--- src/rtl/pgperm_pkg.sv ---
package pgperm_pkg;

    typedef enum logic [1:0] {
        ACC_LOAD  = 2'd0,
        ACC_STORE = 2'd1,
        ACC_FETCH = 2'd2,
        ACC_SPARE = 2'd3
    } acc_e;

    typedef enum logic [1:0] {
        WF_NONE   = 2'd0,
        WF_ABSENT = 2'd1,
        WF_RSVD   = 2'd2,
        WF_RSVD2  = 2'd3
    } wfault_e;

    typedef enum logic [2:0] {
        FK_NONE   = 3'd0,
        FK_ABSENT = 3'd1,
        FK_RSVD   = 3'd2,
        FK_PROT   = 3'd3,
        FK_KEY    = 3'd4
    } fkind_e;

    localparam int EC_W      = 6;
    localparam int EC_P      = 0;
    localparam int EC_WR     = 1;
    localparam int EC_USR    = 2;
    localparam int EC_RSV    = 3;
    localparam int EC_ID     = 4;
    localparam int EC_KEY    = 5;

    localparam int RT_W      = 3;
    localparam int RT_RD     = 0;
    localparam int RT_WR     = 1;
    localparam int RT_EX     = 2;

    typedef struct packed {
        logic wp;
        logic smep;
        logic nxe;
        logic pke;
        logic pks;
    } mode_t;

    typedef struct packed {
        logic usr;
        logic rw;
        logic nx;
    } attr_t;

    typedef struct packed {
        logic             valid;
        logic             grant;
        logic             fault;
        logic [RT_W-1:0]  prot;
        logic [EC_W-1:0]  ecode;
    } resp_t;

    // Does a rights vector permit the given access kind?
    function automatic logic rights_allow(input logic [RT_W-1:0] r, input acc_e a);
        case (a)
            ACC_STORE: rights_allow = r[RT_WR];
            ACC_FETCH: rights_allow = r[RT_EX];
            default:   rights_allow = r[RT_RD];
        endcase
    endfunction

endpackage

--- src/rtl/pgperm_rights.sv ---
module pgperm_rights
    import pgperm_pkg::*;
(
    input  logic            is_user,
    input  logic            smap_on,
    input  mode_t           mode,
    input  attr_t           attr,
    output logic [RT_W-1:0] rights,
    output logic            user_viol
);
    logic rd_ok;
    logic wr_ok;
    logic ex_ok;

    always_comb begin
        user_viol = is_user && !attr.usr;
        rd_ok     = !(smap_on && !is_user && attr.usr);
        wr_ok     = rd_ok && (attr.rw || !(is_user || mode.wp));
        ex_ok     = !attr.nx && (is_user || !(mode.smep && attr.usr));
        rights          = '0;
        rights[RT_RD]   = rd_ok;
        rights[RT_WR]   = wr_ok;
        rights[RT_EX]   = ex_ok;
    end

endmodule

--- src/rtl/pgperm_keychk.sv ---
module pgperm_keychk
    import pgperm_pkg::*;
#(
    parameter int KEY_BITS  = 4,
    parameter int KEY_REG_W = 2 * (2 ** KEY_BITS)
)(
    input  logic                 attr_usr,
    input  logic                 is_user,
    input  logic                 wp_on,
    input  logic                 pke_on,
    input  logic                 pks_on,
    input  logic [KEY_REG_W-1:0] ukey_reg,
    input  logic [KEY_REG_W-1:0] skey_reg,
    input  logic [KEY_BITS-1:0]  key_idx,
    output logic                 key_active,
    output logic [RT_W-1:0]      key_rights
);
    localparam int NKEYS = 2 ** KEY_BITS;

    logic [KEY_REG_W-1:0] sel_reg;
    logic [NKEYS-1:0]     acc_dis;
    logic [NKEYS-1:0]     wr_dis;
    logic                 ad_bit;
    logic                 wd_bit;

    always_comb begin
        if (attr_usr) begin
            sel_reg = pke_on ? ukey_reg : '0;
        end else begin
            sel_reg = pks_on ? skey_reg : '0;
        end
    end

    genvar k;
    generate
        for (k = 0; k < NKEYS; k++) begin : g_key
            assign acc_dis[k] = sel_reg[2*k];
            assign wr_dis[k]  = sel_reg[2*k+1];
        end
    endgenerate

    assign ad_bit     = acc_dis[key_idx];
    assign wd_bit     = wr_dis[key_idx];
    assign key_active = |sel_reg;

    always_comb begin
        key_rights = '1;
        if (ad_bit) begin
            key_rights[RT_RD] = 1'b0;
            key_rights[RT_WR] = 1'b0;
        end else if (wd_bit && (is_user || wp_on)) begin
            key_rights[RT_WR] = 1'b0;
        end
    end

endmodule

--- src/rtl/pgperm_errenc.sv ---
module pgperm_errenc
    import pgperm_pkg::*;
(
    input  fkind_e          kind,
    input  acc_e            acc,
    input  logic            is_user,
    input  logic            nxe_on,
    input  logic            smep_on,
    output logic [EC_W-1:0] ecode
);
    always_comb begin
        ecode = '0;
        case (kind)
            FK_RSVD: ecode[EC_RSV] = 1'b1;
            FK_PROT: ecode[EC_P]   = 1'b1;
            FK_KEY: begin
                ecode[EC_P]   = 1'b1;
                ecode[EC_KEY] = 1'b1;
            end
            default: ecode = '0;
        endcase
        if (kind != FK_NONE) begin
            ecode[EC_USR] = is_user;
            ecode[EC_WR]  = (acc == ACC_STORE);
            ecode[EC_ID]  = (acc == ACC_FETCH) && (nxe_on || smep_on);
        end
    end

endmodule

--- src/rtl/pgperm_unit.sv ---
module pgperm_unit
    import pgperm_pkg::*;
#(
    parameter int VA_W      = 64,
    parameter int PTE_W     = 64,
    parameter int KEY_LSB   = 59,
    parameter int KEY_BITS  = 4,
    parameter int KEY_REG_W = 32,
    parameter bit OUT_REG   = 1'b1
)(
    input  logic                 clk,
    input  logic                 rst,
    input  logic                 req_valid,
    input  logic [1:0]           acc_type,
    input  logic                 is_user,
    input  logic                 smap_on,
    input  logic                 wp_on,
    input  logic                 smep_on,
    input  logic                 nxe_on,
    input  logic                 pke_on,
    input  logic                 pks_on,
    input  logic                 attr_user,
    input  logic                 attr_rw,
    input  logic                 attr_nx,
    input  logic [PTE_W-1:0]     leaf_pte,
    input  logic [1:0]           walk_fault,
    input  logic [VA_W-1:0]      vaddr,
    input  logic [KEY_REG_W-1:0] ukey_reg,
    input  logic [KEY_REG_W-1:0] skey_reg,
    output logic                 rsp_valid,
    output logic                 rsp_grant,
    output logic                 rsp_fault,
    output logic [2:0]           rsp_prot,
    output logic [5:0]           rsp_ecode,
    output logic [VA_W-1:0]      rsp_fault_addr
);
    localparam int KEY_MSB = KEY_LSB + KEY_BITS - 1;

    acc_e                acc;
    wfault_e             wf;
    mode_t               mode;
    attr_t               attr;
    logic [RT_W-1:0]     base_rights;
    logic                user_viol;
    logic                key_active;
    logic [RT_W-1:0]     key_rights;
    logic [RT_W-1:0]     final_rights;
    fkind_e              kind;
    logic [EC_W-1:0]     ecode;
    resp_t               resp_d;
    logic [VA_W-1:0]     addr_d;

    assign acc  = acc_e'(acc_type);
    assign wf   = wfault_e'(walk_fault);
    assign mode = '{wp: wp_on, smep: smep_on, nxe: nxe_on, pke: pke_on, pks: pks_on};
    assign attr = '{usr: attr_user, rw: attr_rw, nx: attr_nx};

    pgperm_rights u_rights (
        .is_user   (is_user),
        .smap_on   (smap_on),
        .mode      (mode),
        .attr      (attr),
        .rights    (base_rights),
        .user_viol (user_viol)
    );

    pgperm_keychk #(
        .KEY_BITS  (KEY_BITS),
        .KEY_REG_W (KEY_REG_W)
    ) u_keychk (
        .attr_usr   (attr_user),
        .is_user    (is_user),
        .wp_on      (wp_on),
        .pke_on     (pke_on),
        .pks_on     (pks_on),
        .ukey_reg   (ukey_reg),
        .skey_reg   (skey_reg),
        .key_idx    (leaf_pte[KEY_MSB:KEY_LSB]),
        .key_active (key_active),
        .key_rights (key_rights)
    );

    // Fault priority: walker result, privilege, key rule, final rights.
    always_comb begin
        final_rights = key_active ? (base_rights & key_rights) : base_rights;
        if (wf == WF_ABSENT) begin
            kind = FK_ABSENT;
        end else if (wf != WF_NONE) begin
            kind = FK_RSVD;
        end else if (user_viol) begin
            kind = FK_PROT;
        end else if (key_active && !rights_allow(key_rights, acc)) begin
            kind = FK_KEY;
        end else if (!rights_allow(final_rights, acc)) begin
            kind = FK_PROT;
        end else begin
            kind = FK_NONE;
        end
    end

    pgperm_errenc u_errenc (
        .kind    (kind),
        .acc     (acc),
        .is_user (is_user),
        .nxe_on  (nxe_on),
        .smep_on (smep_on),
        .ecode   (ecode)
    );

    always_comb begin
        resp_d.valid = req_valid;
        resp_d.grant = req_valid && (kind == FK_NONE);
        resp_d.fault = req_valid && (kind != FK_NONE);
        resp_d.prot  = (req_valid && kind == FK_NONE) ? final_rights : '0;
        resp_d.ecode = (req_valid && kind != FK_NONE) ? ecode : '0;
        addr_d       = (req_valid && kind != FK_NONE) ? vaddr : '0;
    end

    generate
        if (OUT_REG) begin : g_reg
            resp_t           resp_q;
            logic [VA_W-1:0] addr_q;
            always_ff @(posedge clk) begin
                if (rst) begin
                    resp_q <= '0;
                    addr_q <= '0;
                end else begin
                    resp_q <= resp_d;
                    addr_q <= addr_d;
                end
            end
            assign rsp_valid      = resp_q.valid;
            assign rsp_grant      = resp_q.grant;
            assign rsp_fault      = resp_q.fault;
            assign rsp_prot       = resp_q.prot;
            assign rsp_ecode      = resp_q.ecode;
            assign rsp_fault_addr = addr_q;
        end else begin : g_comb
            assign rsp_valid      = resp_d.valid;
            assign rsp_grant      = resp_d.grant;
            assign rsp_fault      = resp_d.fault;
            assign rsp_prot       = resp_d.prot;
            assign rsp_ecode      = resp_d.ecode;
            assign rsp_fault_addr = addr_d;
        end
    endgenerate

endmodule

--- config.mk ---
export PLATFORM = sky130hd
export DESIGN_NAME = pgperm_unit
export DESIGN_NICKNAME = d
export VERILOG_FILES = /design/src/rtl/pgperm_pkg.sv /design/src/rtl/pgperm_rights.sv /design/src/rtl/pgperm_keychk.sv /design/src/rtl/pgperm_errenc.sv /design/src/rtl/pgperm_unit.sv
export SDC_FILE = /design/constraint.sdc
export NUM_CORES = 1
export LEC_CHECK = 0
export BUFFER_PORTS_ARGS = -buffer_cell sky130_fd_sc_hd__buf_2
export CAP_MARGIN = 20
export CORE_AREA = 8 8 104 106
export CTS_CLUSTER_DIAMETER = 30
export CTS_CLUSTER_SIZE = 8
export DETAILED_ROUTE_END_ITERATION = 7
export DIE_AREA = 0 0 112 114
export PLACE_DENSITY = 0.75
export SYNTH_ARGS = -nofsm -noshare
export SYNTH_HDL_FRONTEND = slang
export SYNTH_SLANG_ARGS = --single-unit
--- constraint.sdc ---
create_clock -name clk -period 4.9 [get_ports clk]
set_clock_uncertainty 0.15 [all_clocks]
set_input_delay 0.98 -clock clk [delete_from_list [all_inputs] [get_ports clk]]
set_output_delay 0.98 -clock clk [all_outputs]
set_load 0.02 [all_outputs]
==> results of run 1 <==
## sequential cells by signal (all words and copies together), names as in the netlist
signal and cells:
rsp_ecode 6, rsp_fault 1, rsp_fault_addr 64, rsp_grant 1, rsp_prot 3, rsp_valid 1
## cells in the final DEF (no fill, tap or decap), drive strengths merged, types with 3 or more instances in the layout
master	n
a2111oi	4
a211oi	3
a21oi	7
a221o	4
a221oi	5
a22o	3
a22oi	8
a31oi	4
and2	67
buf	227
clkbuf	9
dfxtp	76
inv	12
mux2i	7
mux4	3
nand2	17
nand2b	3
nand3	6
nand3b	4
nand4	4
nor2	8
nor2b	3
nor3	9
nor4	10
o22ai	7
or4	3
## area by class of cell
cell class,instances,share of cell area (%)
clock buffers,9,2.71
flip-flops and latches,76,33.3
repair buffers,227,25.0
clock inverters,7,2.30
multi-input cells,214,32.9
well taps,111,3.04
inverters,8,0.658
## logic make-up (layout without fill, tap and decap cells)
| group | after synthesis | after routing | share of synthesized area [%] |
|---|---|---|---|
| AO/OA/AOI/OAI | 57 | 57 | 14.9 |
| adder cells (fa/ha/maj) | 2 | 2 | 0.790 |
| buffers and inverters | 26 | 251 | 4.82 |
| flip-flops | 76 | 76 | 48.0 |
| multiplexers | 11 | 11 | 4.70 |
| AND/OR/NAND/NOR | 144 | 144 | 26.8 |
## layer usage
metal | GRT usage [%] | routed length [µm]
met1 | 18.8 | 4510
met2 | 30.7 | 5650
met3 | 6.71 | 1190
met4 | 4.86 | 129
met5 | 0 | 9
## worst max path at each step
stage | cells past startpoint | endpoint | slack [ps]
finish | 11 | rsp_fault_addr[44]$_SDFF_PP0_ | 1040
global route | 10 | rsp_fault_addr[2]$_SDFF_PP0_ | 750
CTS | 11 | rsp_fault_addr[44]$_SDFF_PP0_ | 1080
detailed placement | 11 | rsp_fault_addr[44]$_SDFF_PP0_ | 720
global placement | 11 | rsp_fault_addr[3]$_SDFF_PP0_ | 780
floorplan | 11 | rsp_ecode[1]$_SDFF_PP0_ | 1330
## critical path: cells and delay by family
kind / cells / cell delay (ps)
AND/OR/NAND/NOR: 4 / 1170
AO/OA/AOI/OAI: 4 / 1050
buffers and inverters: 3 / 710
## power groups by stage
stage,registers (mW),logic (mW),clock network (mW)
2_1_floorplan,0.697,0.104,0
3_3_place_gp,0.662,0.249,0
3_5_place_dp,0.663,0.253,0
4_1_cts,0.648,0.254,0.557
5_1_grt,0.651,0.275,0.587
6_report,0.648,0.253,0.540
==> impl_metrics.yaml, run 1 <==
synth:
  synthDominantAreaCellType: "dfxtp_1"
  synth.lib_cells_used.distinct: 52
  synth-edff-count: 0
  nets_in_the_synthesized_netlist: 527
  post_synth_main_area_contributors: "dfxtp_1, and2_1, mux2i_1"
  yosys_reg_bits: 76
  synth.avg_cell_area_um2: 10.0
  yosysSeqAreaShare_pct: 48.0
  number_of_standard_cells_after_synthesis: 316
  yosysWarningCount: 0
  ys_dominant_reg_cell: "dfxtp_1"
  synth-async-reset-ratio_pct: 0
  netlist_top_cells_count: "dfxtp_1, and2_1, nand2_1"
  cell_area_synth_um2: 3170
  top_area_cell_type_share_of_the_netlist_area_pct: 48.0
  post-synth-top-count-cell: "dfxtp_1"
worst_setup_path:
  crit_type: "in2reg"
  worst_ep_required_time_ps: 4980
  arrival_ps: 3940
  critical_path.startpoint: "attr_user"
  critPathSlowestCell: "or3b_4"
  critical_path.cell_chain: "buf_2 -> and2_1 -> buf_4 -> a22o_1 -> a221o_1 -> and4_1 -> or3b_4 -> o311ai_4 -> a31oi_4 -> buf_4 -> and2_1"
  critical_path.startpoint_type: "input port"
  critical_path.max_fanout: 46
  crit_path_end_kind: "flop"
  crit_path_max_incr_delay_ps: 410
route:
  drt-pass1-iter-count: 4
  route.final.wire_length_um: 11500
  route.vias.total: 3253
  drt_drc_violations_left: 0
  drt-vias-per-instance: 4.99
  ant_nets: 0
  wl_per_cell_um: 17.6
  drtIter0Drc: 189
sta:
  hold-worst-slack_ps: 672
  max_clock_freq_mhz: 259
  grt_setup_unrepaired: "no"
  fin_tns_setup_ps: 0
  finalMaxSlewViolations: 0
  maxSlewHeadroom_pct: 53.3
  final-setup-viol-count: 0
  timing.final.crit_share_pct: 78.8
  timing.final.ws_setup_ps: 1040
  tightest_slew_ps: 683
  period_minus_slack_ps: 3860
  hold_viol_final: 0
layout:
  post_layout_nonfiller_instances: 652
  layout.core_utilization_pct: 50.1
  antenna_cells: 0
  fraction_of_final_layout_cells_sized_beyond_drive_strength_1_pct: 47.7
  multi_input_comb_area_um2: 1500
  fillerInstances: 861
  area_growth_pct: 44.1
  layout.area.seq_um2: 1520
  fin_nets: 747
  design_area_um2: 4570
die:
  die_area_um2: 12800
  floorplan.io_pins: 285
  die_width_um: 112
  initial_utilization_pct: 34.8
  rows: 35
  floorplan.core_area_um2: 9110
  die_h_um: 114
power_and_ir_drop:
  power_leakage_nw: 2.30
  share_comb_of_total_power_pct: 17.6
  swShare_pct: 27.1
  ir_drop_uv: 123
  clock_power_share_pct: 37.5
  power_density_nw_per_um2: 316
  intPower_mw: 1.05
  post-layout-total-power_mw: 1.44
  net-switching-power_uw: 391
  seq_power_share_pct: 45.0
global_route:
  grt_max_degree: 47
  grt_pass1_vias: 3421
  grt.overflow.total: 0
  antenna_violations_before_repair: 1
  global_route_wire_length_before_repair_um: 17600
  grt.total_usage_pct: 17.3
status:
  status: "complete, no violations"
min_path:
  worstHoldPathCells: 2
  hold_sp: "attr_nx"
  hold_end: "rsp_prot[2]$_SDFF_PP0_"
  kind_of_path_behind_the_tightest_hold_check: "in2reg"
clocking:
  clock_tree.root_cell: "clkbuf_8"
  clkSlewWorstSetupHoldPaths_ps: 80
  post_cts_resized: 0
  tritoncts_num_sinks: 76
  postCtsSetupBuffers: 0
  cts-hold-fix-buffers: 0
  number_of_buffers_created_by_cts: 9
  clock_tree.buffer_depth: 2
  cts.htree.levels: 3
  cts_tree: "yes"
placed_design:
  post_dp_cell_area_um2: 4340
  number_of_cells_in_the_design_after_placement: 636
  hpwl_um: 9590
  place.gp.congestion: 0.906
  dpl_worst_slack_ps: 720
  port-buffer-count: 224
flow_run:
  maxCapViolCount: 0
Note: power is estimated with default switching activity, not from simulation.
==> inputs of run 2 (changes only) <==
Settings changed: ABC_AREA set to 1, CORE_AREA 8 8 104 106 to not set, CORE_MARGIN set to 8, CORE_UTILIZATION set to 35, DIE_AREA 0 0 112 114 to not set, PLACE_DENSITY 0.75 to 0.77.
Clock period 4.9 ns to 3.18 ns, I/O delays scaled along.
==> run 2 against run 1 <==
Net effect:
- count of clock-buffer cells in the layout did not move
- final area up 7.1%
- global-route usage down 0.55 points
- hold slack worse by 320 ps
- core utilization grew 0.59 points
- critical path depth increased by 8
- via count up 15%
- largest power group unchanged
- wire length grew 0.58%
- sequential power is 54% higher
- cell count increased by 31%
==> impl_metrics.yaml, run 2 <==
die:
  floorplan.io_pins: 285
  die_area_um2: 13200
  floorplan.core_area_um2: 9640
  rows: 36
  die_h_um: 115
  die_width_um: 115
  initial_utilization_pct: 35.5
worst_setup_path:
  worst_ep_required_time_ps: 3250
  crit_path_end_kind: "flop"
  critPathMostFrequentCell: "nand2_1"
  critical_path.cell_chain: "buf_2 -> nand2_1 -> inv_1 -> nand2_1 -> nand3_1 -> nand3_1 -> nand3_1 -> nand3_1 -> nand2_1 -> inv_2 -> nand3_1 -> nand2_1 -> nand2_1 -> o21ai_1 -> nand2_1 -> nand2_2 -> nand2_4 -> buf_12 -> nor2_1"
  arrival_ps: 2630
  critPathTopFamily: "simple AND/OR/NAND/NOR gates"
  critical_path.startpoint_type: "input port"
  crit_path_max_incr_delay_ps: 410
  critical_path.n_buffers_inverters: 4
  critPathSlowestCell: "buf_2"
  crit_type: "in2reg"
  critical_path.max_fanout: 31
min_path:
  kind_of_path_behind_the_tightest_hold_check: "in2reg"
sta:
  tightest_slew_ps: 506
  hold_viol_final: 0
  max_clock_freq_mhz: 392
  final-setup-viol-count: 0
  finalMaxSlewViolations: 0
  period_minus_slack_ps: 2550
  timing.final.crit_share_pct: 80.3
  grt_setup_unrepaired: "no"
  fin_tns_setup_ps: 0
  hold-worst-slack_ps: 349
  maxSlewHeadroom_pct: 66.3
clocking:
  clock_tree.buffer_depth: 2
  cts_tree: "yes"
  post_cts_resized: 0
  tritoncts_num_sinks: 76
  clkSlewWorstSetupHoldPaths_ps: 80
  number_of_buffers_created_by_cts: 9
  postCtsSetupBuffers: 0
  cts.htree.levels: 3
  cts-hold-fix-buffers: 0
  clock_tree.root_cell: "clkbuf_8"
route:
  wl_per_cell_um: 13.6
  ant_nets: 0
  drtIter0Drc: 312
  drt-vias-per-instance: 4.41
  route.vias.total: 3751
  drt_drc_violations_left: 0
  route.final.wire_length_um: 11500
  drt-pass1-iter-count: 4
status:
  status: "complete, no violations"
layout:
  fin_nets: 925
  fillerInstances: 980
  mostFrequentLayoutCell: "buf_2"
  design_area_um2: 4890
  largest_register_ffs: 64
  fraction_of_final_layout_cells_sized_beyond_drive_strength_1_pct: 37.3
  layout.core_utilization_pct: 50.7
  top_library_cells_by_usage_in_the_layout_fill_and_taps_aside: "buf_2, nand2_1, nand3_1"
  area_growth_pct: 43.0
  antenna_cells: 0
synth:
  ys_dominant_reg_cell: "dfxtp_1"
  nets_in_the_synthesized_netlist: 703
  synth.avg_cell_area_um2: 6.95
  number_of_standard_cells_after_synthesis: 492
  synth-edff-count: 0
  yosysSeqAreaShare_pct: 44.5
  top_area_cell_type_share_of_the_netlist_area_pct: 44.5
  synth-async-reset-ratio_pct: 0
  yosysWarningCount: 0
  post-synth-top-count-cell: "nand2_1"
  yosys_reg_bits: 76
  cell_area_synth_um2: 3420
  netlist_top_cells_count: "nand2_1, nand3_1, inv_1"
  synth.lib_cells_used.distinct: 27
  post_synth_main_area_contributors: "dfxtp_1, nand3_1, nand2_1"
  synthDominantAreaCellType: "dfxtp_1"
global_route:
  grt_max_degree: 32
  global_route_wire_length_before_repair_um: 17500
  grt.overflow.total: 0
  grt_pass1_vias: 3620
  antenna_violations_before_repair: 0
  grt.total_usage_pct: 16.7
placed_design:
  place.gp.congestion: 0.897
  post_dp_cell_area_um2: 4650
  port-buffer-count: 224
  hpwl_um: 9530
power_and_ir_drop:
  power_density_nw_per_um2: 466
  ir_drop_uv: 237
  power_leakage_nw: 2.93
flow_run:
  maxCapViolCount: 0
[run 2: per-stage QoR]
stage | power, mW | std cells | setup WS, ps
CTS | 2.31 | 851 | 643
detailed placement | 1.45 | 836 | 272
global route | 2.40 | 851 | 392
global placement | 1.44 | 836 | 285
floorplan | 1.27 | 492 | 659
finish | 2.28 | 851 | 626
[run 2: path summary, 6_finish.rpt]
path              slack, ps     start  cells after the start                             to
setup / recovery        630    pke_on                     19  rsp_fault_addr[52]$_SDFF_PP0_
hold / removal          350  vaddr[0]                      3   rsp_fault_addr[0]$_SDFF_PP0_
[run 2: routing by layer]
layer | up-vias | global-route usage, % | wire length (µm)
met5 | - | 0 | 0
met3 | 18 | 5.88 | 1270
met1 | 1599 | 19.0 | 4490
met2 | 188 | 28.1 | 5530
li1 | 1946 | - | -
met4 | 0 | 6.83 | 263
[run 2: kinds of logic after synthesis]
group                    share of synthesized area (%)
AND/OR/NAND/NOR                                   38.8
buffers and inverters                             14.1
flip-flops                                        44.5
AO/OA/AOI/OAI                                     1.94
adder cells (fa/ha/maj)                          0.732
[run 2: area by class of cell]
type                    count  area [µm²]  share of cell area, %
clock buffers               9         124                   2.53
clock inverters             6         113                   2.30
inverters                  86         325                   6.65
multi-input cells         307        1420                   29.0
flip-flops and latches     76        1520                   31.1
well taps                 133         166                   3.40
repair buffers            234        1220                   25.0
[run 2: where the power goes]
| part | switching (mW) | total (mW) | internal, mW |
|---|---|---|---|
| Clock | 0.337 | 0.856 | 0.519 |
| Sequential | 0.00768 | 0.999 | 0.991 |
| Combinational | 0.253 | 0.426 | 0.172 |
[run 2: worst min-delay path: stages]
cell and delay (ps):
buf_2 90, inv_1 40, nor2_1 30
==> inputs of run 3 (changes only) <==
Settings changed: CORE_UTILIZATION 35 to 39, PLACE_DENSITY 0.77 to 0.81.
Clock period 3.18 ns to 2.5 ns, I/O delays scaled along.
==> run 3 against run 2 <==
Net effect:
- setup slack worse by 500 ps
- power up 31%
- hold slack worse by 140 ps
- count of clock-buffer cells in the layout up 1
- first-iteration DRC count down 29%
- via count up 6.5%
- non-clock buffer count up 29
- global-route usage up 2.9 points
- sequential cell count unchanged
- core utilization up 11 points
- highest routed layer unchanged
==> impl_metrics.yaml, run 3 (same netlist as run 2, synthesis figures left out) <==
layout:
  area_growth_pct: 55.3
  antenna_cells: 0
  top_library_cells_by_usage_in_the_layout_fill_and_taps_aside: "buf_2, nand2_1, nand3_1"
  fin_nets: 955
  fraction_of_final_layout_cells_sized_beyond_drive_strength_1_pct: 41.5
  post_layout_nonfiller_instances: 857
  mostFrequentLayoutCell: "buf_2"
  largest_register_ffs: 64
  layout.core_utilization_pct: 61.8
worst_setup_path:
  crit_path_end_kind: "flop"
  crit_type: "in2reg"
  arrival_ps: 2490
  critical_path.startpoint_type: "input port"
  critical_path.n_buffers_inverters: 3
  critPathTopFamily: "simple AND/OR/NAND/NOR gates"
  critical_path.startpoint: "pke_on"
  worst_ep_required_time_ps: 2610
  crit_path_max_incr_delay_ps: 190
  critical_path.max_fanout: 8
  critPathMostFrequentCell: "nand2_1"
  critical_path.cell_chain: "clkbuf_4 -> buf_4 -> nand2_1 -> nand2_1 -> a21oi_2 -> nand4_1 -> nor2_1 -> nand2_1 -> nor2_2 -> nor2_1 -> nand2_1 -> nand2_1 -> o21ai_2 -> nand2_2 -> nand2_4 -> nand2_8 -> buf_12 -> nor2_2"
  critPathSlowestCell: "buf_12"
clocking:
  cts_tree: "yes"
  cts.htree.levels: 3
  number_of_buffers_created_by_cts: 9
  clock_tree.root_cell: "clkbuf_8"
  tritoncts_num_sinks: 76
  clkSlewWorstSetupHoldPaths_ps: 90
  clock_tree.buffer_depth: 2
min_path:
  kind_of_path_behind_the_tightest_hold_check: "in2reg"
  hold_sp: "vaddr[34]"
global_route:
  grt_max_degree: 32
  grt.overflow.total: 0
  antenna_violations_before_repair: 0
  global_route_wire_length_before_repair_um: 18600
  grt_pass1_vias: 4006
  grt.total_usage_pct: 19.6
sta:
  maxSlewHeadroom_pct: 37.4
  max_clock_freq_mhz: 420
  hold_viol_final: 0
  period_minus_slack_ps: 2380
  final-setup-viol-count: 0
  fin_tns_setup_ps: 0
  hold-worst-slack_ps: 211
  timing.final.crit_share_pct: 95.1
  tightest_slew_ps: 936
  finalMaxSlewViolations: 0
die:
  die_area_um2: 12000
  die_width_um: 110
  floorplan.core_area_um2: 8590
  floorplan.io_pins: 285
  initial_utilization_pct: 39.8
  die_h_um: 110
  rows: 34
flow_run:
  maxCapViolCount: 0
route:
  drt-pass1-iter-count: 4
  route.final.wire_length_um: 13200
  ant_nets: 0
  route.vias.total: 3995
  wl_per_cell_um: 15.4
  drt-vias-per-instance: 4.66
  drtIter0Drc: 222
  drt_drc_violations_left: 0
power_and_ir_drop:
  power_density_nw_per_um2: 562
  power_leakage_nw: 3.14
  ir_drop_uv: 353
placed_design:
  number_of_cells_in_the_design_after_placement: 833
  place.gp.congestion: 0.901
  port-buffer-count: 224
  hpwl_um: 10400
status:
  status: "complete, no violations"
run 3: changes by cell type in the layout (fill, tap and decap cells not counted), moves of 3 or more:
cell / delta
a21oi_1: -3
a21oi_2: +3
buf_12: +3
buf_2: -3
buf_4: +19
buf_6: +3
clkbuf_16: +5
nor2_1: -3
nor2_2: +3
run 3: final timing paths:
path	endpoint	slack, ps	cells past startpoint
setup / recovery	rsp_fault_addr[55]$_SDFF_PP0_	120	18
hold / removal	rsp_fault_addr[34]$_SDFF_PP0_	210	3
run 3: layout make-up:
| class | instances | area (µm²) |
|---|---|---|
| tap | 108 | 135 |
| clock inverter | 6 | 96.3 |
| multi-input combinational | 308 | 1490 |
| fill | 784 | 3280 |
| timing repair buffer | 263 | 1590 |
| inverter | 86 | 335 |
| sequential | 76 | 1520 |
| clock buffer | 10 | 138 |
run 3: stage by stage:
step / power (mW) / setup WS (ps) / area (µm²)
finish: 2.98 / 122 / 5310
global placement: 1.87 / -264 / 4820
global route: 3.14 / -19.0 / 5310
detailed placement: 1.89 / -366 / 4820
floorplan: 1.62 / 115 / 3420
CTS: 2.95 / 9.70 / 5060
run 3: per-layer routing:
layer / global-route usage [%] / up-vias / part of all wire, %
met2: 37.3 / 177 / 52
met1: 20.1 / 1792 / 37
met5: 0 / - / 0
met4: 6.46 / 0 / 1.7
met3: 5.39 / 18 / 9.1
li1: - / 2008 / -
run 3: repair_timing:
| action | in CTS | in global routing |
|---|---|---|
| setup endpoints to repair | 5 | 73 |
| gates cloned | 0 | 7 |
| resized for setup | 1 | 27 |
| hold buffers | 0 | 0 |
| setup buffers | 0 | 1 |
| pin swaps | 0 | 6 |
run 3: report_power, final:
| group | switching (mW) | leakage, nW | internal [mW] | total (mW) |
|---|---|---|---|---|
| registers | 0.0130 | 0.623 | 1.26 | 1.27 |
| logic | 0.362 | 2.40 | 0.284 | 0.646 |
| clock network | 0.462 | 0.115 | 0.600 | 1.06 |
| total | 0.838 | 3.14 | 2.14 | 2.98 |
